**config.mk**
```make
export PLATFORM = sky130hd
export DESIGN_NAME = onoff_pwm
export DESIGN_NICKNAME = d
export VERILOG_FILES = /design/src/rtl/onoff_pwm_pkg.sv /design/src/rtl/onoff_pwm_regs.sv /design/src/rtl/onoff_pwm_prescale.sv /design/src/rtl/onoff_pwm_phase.sv /design/src/rtl/onoff_pwm.sv
export SDC_FILE = /design/constraint.sdc
export NUM_CORES = 1
export LEC_CHECK = 0
export BUFFER_PORTS_ARGS = -buffer_cell sky130_fd_sc_hd__buf_2
export CORE_MARGIN = 10
export CORE_UTILIZATION = 30
export CTS_CLUSTER_SIZE = 24
export DETAILED_ROUTE_END_ITERATION = 16
export HOLD_SLACK_MARGIN = 0.05
export PLACE_DENSITY = 0.49
export SLEW_MARGIN = 20
export SYNTH_ARGS = -nofsm -noshare
export SYNTH_HDL_FRONTEND = slang
export SYNTH_HIERARCHICAL = 1
export SYNTH_SLANG_ARGS = --single-unit
```
**constraint.sdc**
```tcl
create_clock -name clk -period 5.6 [get_ports clk]
set_input_delay 1.12 -clock clk [delete_from_list [all_inputs] [get_ports clk]]
set_output_delay 1.12 -clock clk [all_outputs]
set_load 0.05 [all_outputs]
```
**src/rtl/onoff_pwm_pkg.sv**
```systemverilog
package onoff_pwm_pkg;
  localparam int CFG_W = 7;
  localparam int PDIV_W = 4;

  typedef struct packed {
    logic [PDIV_W-1:0] pdiv;
    logic              inv;
    logic              slow;
    logic              en;
  } ctl_t;

  // tick when the pre-divider count has reached (or passed) the field value
  function automatic logic pre_hit(input int unsigned cnt, input int unsigned lim);
    return cnt >= lim;
  endfunction

  // last tick of a period: position+1 reaches active+idle
  function automatic logic period_last(input int unsigned pos, input int unsigned act,
                                       input int unsigned idle);
    return (pos + 1) >= (act + idle);
  endfunction
endpackage

```
**src/rtl/onoff_pwm_regs.sv**
```systemverilog
module onoff_pwm_regs
  import onoff_pwm_pkg::*;
#(
  parameter int CNT_W = 16
) (
  input  logic             clk,
  input  logic             rst_n,
  input  logic             wr_en,
  input  logic [1:0]       wr_sel,
  input  logic [CNT_W-1:0] wr_data,
  output ctl_t             ctl,
  output logic [CNT_W-1:0] act_cnt,
  output logic [CNT_W-1:0] idle_cnt
);
  always_ff @(posedge clk) begin
    if (!rst_n) begin
      ctl      <= '0;
      act_cnt  <= '0;
      idle_cnt <= '0;
    end else if (wr_en) begin
      case (wr_sel)
        2'd0:    ctl      <= ctl_t'(wr_data[CFG_W-1:0]);
        2'd1:    act_cnt  <= wr_data;
        2'd2:    idle_cnt <= wr_data;
        default: ;
      endcase
    end
  end
endmodule

```
**src/rtl/onoff_pwm_prescale.sv**
```systemverilog
module onoff_pwm_prescale
  import onoff_pwm_pkg::*;
(
  input  logic              clk,
  input  logic              rst_n,
  input  logic              en,
  input  logic              strobe,
  input  logic [PDIV_W-1:0] pdiv,
  output logic              tick
);
  logic [PDIV_W-1:0] pre_q;
  logic              hit;

  assign hit  = pre_hit(int'(pre_q), int'(pdiv));
  assign tick = en && strobe && hit;

  always_ff @(posedge clk) begin
    if (!rst_n || !en) pre_q <= '0;
    else if (strobe)   pre_q <= hit ? '0 : pre_q + 1'b1;
  end
endmodule

```
**src/rtl/onoff_pwm_phase.sv**
```systemverilog
module onoff_pwm_phase
  import onoff_pwm_pkg::*;
#(
  parameter int CNT_W = 16,
  localparam int POS_W = CNT_W + 1
) (
  input  logic             clk,
  input  logic             rst_n,
  input  logic             en,
  input  logic             tick,
  input  logic [CNT_W-1:0] act_cnt,
  input  logic [CNT_W-1:0] idle_cnt,
  output logic [POS_W-1:0] pos,
  output logic [CNT_W-1:0] act_l,
  output logic             period_end,
  output logic             active
);
  logic [CNT_W-1:0] idle_l;

  assign period_end = tick && period_last(int'(pos), int'(act_l), int'(idle_l));
  assign active     = en && (pos < POS_W'(act_l));

  always_ff @(posedge clk) begin
    if (!rst_n) begin
      pos    <= '0;
      act_l  <= '0;
      idle_l <= '0;
    end else if (!en || period_end) begin
      pos    <= '0;
      act_l  <= act_cnt;
      idle_l <= idle_cnt;
    end else if (tick) begin
      pos <= pos + 1'b1;
    end
  end
endmodule

```
**src/rtl/onoff_pwm.sv**
```systemverilog
module onoff_pwm
  import onoff_pwm_pkg::*;
#(
  parameter int CNT_W = 16,
  localparam int POS_W = CNT_W + 1
) (
  input  logic             clk,
  input  logic             rst_n,
  input  logic             wr_en,
  input  logic [1:0]       wr_sel,
  input  logic [CNT_W-1:0] wr_data,
  input  logic             ce_fast,
  input  logic             ce_slow,
  output logic             pwm_out
);
  ctl_t             ctl;
  logic [CNT_W-1:0] act_cnt, idle_cnt, act_l;
  logic [POS_W-1:0] pos;
  logic             tsel, tick, period_end, active;

  onoff_pwm_regs #(.CNT_W(CNT_W)) u_regs (
    .clk(clk), .rst_n(rst_n), .wr_en(wr_en), .wr_sel(wr_sel), .wr_data(wr_data),
    .ctl(ctl), .act_cnt(act_cnt), .idle_cnt(idle_cnt)
  );

  assign tsel = ctl.slow ? ce_slow : ce_fast;

  onoff_pwm_prescale u_pre (
    .clk(clk), .rst_n(rst_n), .en(ctl.en), .strobe(tsel), .pdiv(ctl.pdiv), .tick(tick)
  );

  onoff_pwm_phase #(.CNT_W(CNT_W)) u_phase (
    .clk(clk), .rst_n(rst_n), .en(ctl.en), .tick(tick), .act_cnt(act_cnt),
    .idle_cnt(idle_cnt), .pos(pos), .act_l(act_l), .period_end(period_end),
    .active(active)
  );

  assign pwm_out = active ^ ctl.inv;
endmodule

```
* Word-level counts from Yosys, hierarchy flattened
Cells that the tools add are included.
Cells by class: $add $sub $neg 4, magnitude comparators 3, eq/ne operators 2, mux-type cells 2, bitwise operators 2, reductions and logical operators 13
Operators with widths (count):
- 32-bit greater-or-equal comparator | 1
- 17-bit by 1-bit adder with 18-bit output (second input constant) | 1
- 16-bit by 16-bit adder with 17-bit output | 1
- 17-bit by 1-bit adder with 17-bit output (second input constant) | 1
- 17-bit by 16-bit less-than comparator with 1-bit output | 1
- 2-bit AND reduction | 3
- 4-bit by 1-bit adder with 4-bit output (second input constant) | 1
- 4-bit greater-or-equal comparator | 1
- 1-bit logical AND | 4
- 4-bit two-way mux | 1
- 2-bit by 1-bit equality test with 1-bit output (second input constant) | 1
- 2-bit equality test (second input constant) | 1
- 1-bit zero test | 2
- 2-bit zero test | 1
- 1-bit logical OR | 2
- 2-bit OR reduction | 1
- 1-bit two-way mux | 1
- 1-bit NOT | 1
- 1-bit bitwise XOR | 1
Word-level totals: register bits after elaboration 92

* Logic depth before layout (Yosys ltp)
word-level depth 6, gate-level depth with buffers 16, depth with buffers taken out 15

* Hierarchy
Netlist, hierarchy kept.
By module, submodules not included:
- onoff_pwm_phase | instances 1, cells an instance 458, area each 3806.2 um^2, seq. area each 980.9 um^2
- onoff_pwm_regs | instances 1, cells an instance 147, area each 1481.4 um^2, seq. area each 780.7 um^2
- onoff_pwm_prescale | instances 1, cells an instance 36, area each 326.6 um^2, seq. area each 80.1 um^2
- onoff_pwm | instances 1, cells an instance 2, area each 23.8 um^2, seq. area each 0.0 um^2

* Least setup slack after synthesis
OpenSTA, ideal clock, no wires.
path kind flip-flop to output port, from reg u_phase.act_l[1], to out pwm_out, arrival time 2.396 ns, required time 4.480 ns, slack 2.084 ns, stages on the path, launching flop included 9, buffers on the path 0, path through dfxtp_1 > inv_1 > ha_1 > a21o_1 > a21o_1 > a211o_1 > a211oi_1 > o21a_1 > xor2_1
On the way: longest elaborated chain between the ends 3
Ends and longest elaborated chain:
- start, declared | RTL line onoff_pwm_phase.sv:14 | output logic [CNT_W-1:0] act_l,
- start signal, assigned | RTL line onoff_pwm_phase.sv:30 | act_l <= act_cnt;
- 17-bit by 16-bit less-than comparator with 1-bit output | RTL line onoff_pwm_phase.sv:21 | assign active = en && (pos < POS_W'(act_l));
- 1-bit logical AND | RTL line onoff_pwm_phase.sv:21
- via active | RTL line onoff_pwm.sv:19 | logic tsel, tick, period_end, active;
- 1-bit bitwise XOR | RTL line onoff_pwm.sv:38 | assign pwm_out = active ^ ctl.inv;
- end, declared | RTL line onoff_pwm.sv:14 | output logic pwm_out
The timed path passes the listed nets, and every way through them passes these cells.

* Final worst setup path
from reg u_phase.act_l[0], to reg u_phase.act_l[0]
On the way: longest elaborated chain between the ends 4
Ends and longest elaborated chain:
- 16-bit by 16-bit adder with 17-bit output | RTL line onoff_pwm_pkg.sv:20 | return (pos + 1) >= (act + idle);
- 32-bit greater-or-equal comparator | RTL line onoff_pwm_pkg.sv:20
- 1-bit logical AND | RTL line onoff_pwm_phase.sv:20 | assign period_end = tick && period_last(int'(pos), int'(act_l), int'(idle_l));
- 1-bit logical OR | RTL line onoff_pwm_phase.sv:28 | end else if (!en || period_end) begin
No other way between the ends. A chain may end at the register's enable or synchronous reset.

==> flow_results.xml <==
<?xml version="1.0" encoding="UTF-8"?>
<metrics>
  <group name="synth">
    <metric name="mappedNetlistNets" unit="">719</metric>
    <metric name="synthesis.instances" unit="">641</metric>
    <metric name="synthesized_area_divided_by_synthesized_cell_count" unit="sq um">8.77</metric>
    <metric name="netlist_area" unit="sq um">5620</metric>
    <metric name="synth-warning-count" unit="">6</metric>
  </group>
  <group name="route">
    <metric name="via_per_inst" unit="">4.79</metric>
    <metric name="vias" unit="">4269</metric>
    <metric name="drt_iter0_markers" unit="">233</metric>
    <metric name="first_pass_iters" unit="">4</metric>
    <metric name="detail_route.wirelength" unit="mm">12.2</metric>
    <metric name="dr_wl_cell" unit="microns">13.7</metric>
    <metric name="drt.antenna.violating_nets" unit="">0</metric>
    <metric name="post-route-drc-count" unit="">0</metric>
  </group>
  <group name="timing">
    <metric name="tightestPinTransition" unit="ps">700</metric>
    <metric name="maxSlewHeadroom" unit="">0.521</metric>
    <metric name="fmaxAchievable" unit="MHz">253</metric>
    <metric name="timing.final.crit_period" unit="ps">3950</metric>
    <metric name="totalNegativeSetupSlack" unit="ps">0</metric>
    <metric name="final_max_slew_viol_count" unit="">0</metric>
    <metric name="final-setup-viol-count" unit="">0</metric>
    <metric name="period_share" unit="">0.704</metric>
    <metric name="clock-skew-final" unit="ps">9.29</metric>
    <metric name="unrepaired_setup_endpoints_after_global_routing" unit="">false</metric>
    <metric name="hold_viol" unit="">0</metric>
  </group>
  <group name="grt">
    <metric name="grt_antenna_before_repair" unit="">0</metric>
    <metric name="vias_in_the_first_global_route" unit="">4343</metric>
    <metric name="globalRoute.totalOverflow" unit="">0</metric>
    <metric name="global_route.usage.total" unit="">0.105</metric>
    <metric name="grt_start_max_net_pins" unit="">82</metric>
    <metric name="grt_first_pass_wirelength" unit="mm">21.0</metric>
  </group>
  <group name="setup_path">
    <metric name="timing.critical_path.to_type" unit="">flip-flop</metric>
    <metric name="rr_startpoint" unit="">u_phase/act_l[0]</metric>
    <metric name="crit_required" unit="ps">5870</metric>
    <metric name="path_cells" unit="">ha_1 -&gt; fa_1 -&gt; a21o_1 -&gt; a21oi_1 -&gt; o21ai_0 -&gt; nand2_1 -&gt; o21ai_0 -&gt; xnor2_1 -&gt; ha_1 -&gt; and4_1 -&gt; nand3_1 -&gt; a211o_1 -&gt; nand3_1 -&gt; a31oi_4 -&gt; buf_4 -&gt; mux2i_1</metric>
    <metric name="cp-startpoint" unit="">u_phase/act_l[0]</metric>
    <metric name="cp_top_family" unit="">compound AO/OA/AOI/OAI gates</metric>
    <metric name="critical_path_s_largest_stage_delay" unit="ps">470</metric>
    <metric name="worstPathBufferInverterCount" unit="">1</metric>
    <metric name="crit_arrival" unit="ps">4220</metric>
    <metric name="worst-path-max-fanout" unit="">32</metric>
    <metric name="path_class" unit="">flip-flop to flip-flop</metric>
    <metric name="critical_path_cell_with_the_highest_stage_delay" unit="">sky130_fd_sc_hd__buf_4</metric>
    <metric name="critical_path.startpoint_type" unit="">flip-flop</metric>
  </group>
  <group name="clocking">
    <metric name="number_of_hold_buffers_added_after_cts" unit="">0</metric>
    <metric name="h-tree-depth" unit="">3</metric>
    <metric name="clkTransAtPathRegs" unit="ps">70</metric>
    <metric name="clock_insertion_delay_worst_skew" unit="ps">350</metric>
    <metric name="tritoncts.num_buffers" unit="">9</metric>
    <metric name="tritoncts" unit="">built</metric>
    <metric name="clock-root-buffer" unit="">sky130_fd_sc_hd__clkbuf_16</metric>
    <metric name="postCtsSetupRepairBufs" unit="">0</metric>
    <metric name="number_of_sinks_driven_by_the_clock_tree" unit="">92</metric>
    <metric name="cts-resized-gates" unit="">0</metric>
    <metric name="cts_buffer_depth" unit="">2</metric>
  </group>
  <group name="layout">
    <metric name="antenna_cells_inserted" unit="">0</metric>
    <metric name="fillerInstances" unit="">1891</metric>
    <metric name="nets" unit="">730</metric>
    <metric name="finish.cell_count_without_fillers" unit="">891</metric>
    <metric name="area.growth.synth_to_final" unit="%">9.68</metric>
    <metric name="drive_gt1_frac" unit="">0.0913</metric>
  </group>
  <group name="placed_design">
    <metric name="detailed_place_hpwl" unit="mm">9.28</metric>
    <metric name="dp_cells" unit="">875</metric>
    <metric name="count_of_input_and_output_buffers" unit="">23</metric>
    <metric name="routabilityCongestion" unit="">0.782</metric>
  </group>
  <group name="floorplan">
    <metric name="chipWidth" unit="microns">157</metric>
    <metric name="die_area" unit="sq um">24600</metric>
    <metric name="rows" unit="">50</metric>
    <metric name="floorplan.initialDensity" unit="">0.303</metric>
    <metric name="die_h" unit="microns">157</metric>
    <metric name="num_io_pins" unit="">24</metric>
    <metric name="standard_cell_core_area" unit="sq um">18600</metric>
  </group>
  <group name="pwr">
    <metric name="share_clk_of_total_power" unit="">0.420</metric>
    <metric name="power.ir.vdd_worst" unit="mV">0.117</metric>
    <metric name="comb_power_share" unit="">0.088</metric>
    <metric name="pd_cells" unit="nW/um^2">224</metric>
    <metric name="internal_power_consumption" unit="mW">1.02</metric>
    <metric name="switching_share" unit="">0.257</metric>
    <metric name="seqPwrFrac" unit="">0.492</metric>
    <metric name="net-switching-power" unit="mW">0.355</metric>
    <metric name="static_leak" unit="nW">2.50</metric>
  </group>
  <group name="outcome">
    <metric name="outcome" unit="">finished, final reports clean</metric>
  </group>
  <group name="worst_hold_path">
    <metric name="hold_path.startpoint" unit="">u_regs/idle_cnt[6]</metric>
    <metric name="hold_path_class" unit="">flip-flop to flip-flop</metric>
  </group>
  <group name="job">
    <metric name="timing.max_cap.violations" unit="">0</metric>
  </group>
</metrics>
[worst paths after layout]
path	endpoint	slack, ps	depth (start not counted)
worst max-delay path	u_phase/act_l[0]	1650	16
worst min-delay path	u_phase/idle_l[6]	460	2
worst max register to register	u_phase/act_l[0]	1650	16
worst min register to register	u_phase/idle_l[6]	460	2
[state kept, by name, summed over array words and instances (netlist names)]
register	cells
u_regs/idle_cnt	16
u_phase/act_l	16
u_phase/pos	17
u_pre/pre_q	4
u_regs/ctl	7
u_regs/act_cnt	16
u_phase/idle_l	16
[tightest hold or removal path: cells and delay by family, from the launching register on]
family	cells	cell delay [ps]
muxes	1	50
and+or+nand+nor	1	50
DFF	1	310
[power groups by stage]
stage / clock (mW) / combinational (mW) / sequential, mW
after floorplan: 0 / 0.0957 / 0.690
after global placement: 0 / 0.119 / 0.693
after detailed placement: 0 / 0.122 / 0.694
after CTS: 0.601 / 0.123 / 0.678
after global routing: 0.630 / 0.137 / 0.680
final: 0.579 / 0.121 / 0.678
[stage by stage]
| stage | hold WS, ps | util | area [sq um] | setup slack [ps] | power (mW) |
|---|---|---|---|---|---|
| final | 460 | 0.332 | 6170 | 1650 | 1.38 |
| after detailed placement | 451 | 0.317 | 5890 | 1620 | 0.816 |
| after global placement | 444 | 0.317 | 5890 | 1700 | 0.812 |
| after global routing | 477 | 0.332 | 6170 | 1250 | 1.45 |
| after floorplan | 435 | - | 5620 | 2080 | 0.786 |
| after CTS | 461 | 0.332 | 6170 | 1610 | 1.40 |
[placed cells by master, fill, tap and decap left out, drive strengths merged, types with 2 or more instances in the layout]
master	count
mux2i	73
xor2	18
nand2b	15
ha	54
nor4	3
clkbuf	10
clkinv	4
nand3b	4
a21o	12
xnor2	17
nand3	17
nand2	145
o21ai	14
o21a	8
nor2b	3
and4	8
a31o	2
mux2	3
o211ai	5
a211o	4
nand4	5
a211oi	3
nor3	7
a2111oi	2
nor2	24
dfxtp	92
a21oi	28
and3	6
a31oi	5
buf	27
inv	28
[area by class of cell]
type / count / area, sq um / share of cell area
multi-input combinational: 496 / 3510 / 0.569
sequential: 92 / 1840 / 0.299
tap: 234 / 293 / 0.0475
clock buffer: 10 / 229 / 0.0371
timing repair buffer: 27 / 148 / 0.0239
inverter: 26 / 97.6 / 0.0158
clock inverter: 6 / 47.5 / 0.00771
[layer usage]
metal  vias to the layer above  global-route usage  wire length, microns
li1                       2240                   -                     -
met3                        14              0.0227                   361
met5                         -                   0                     0
met4                         0              0.0324                   125
met1                      1965               0.138                  6260
met2                        50               0.166                  5480
No activity file was read; power rests on OpenSTA's default activity.
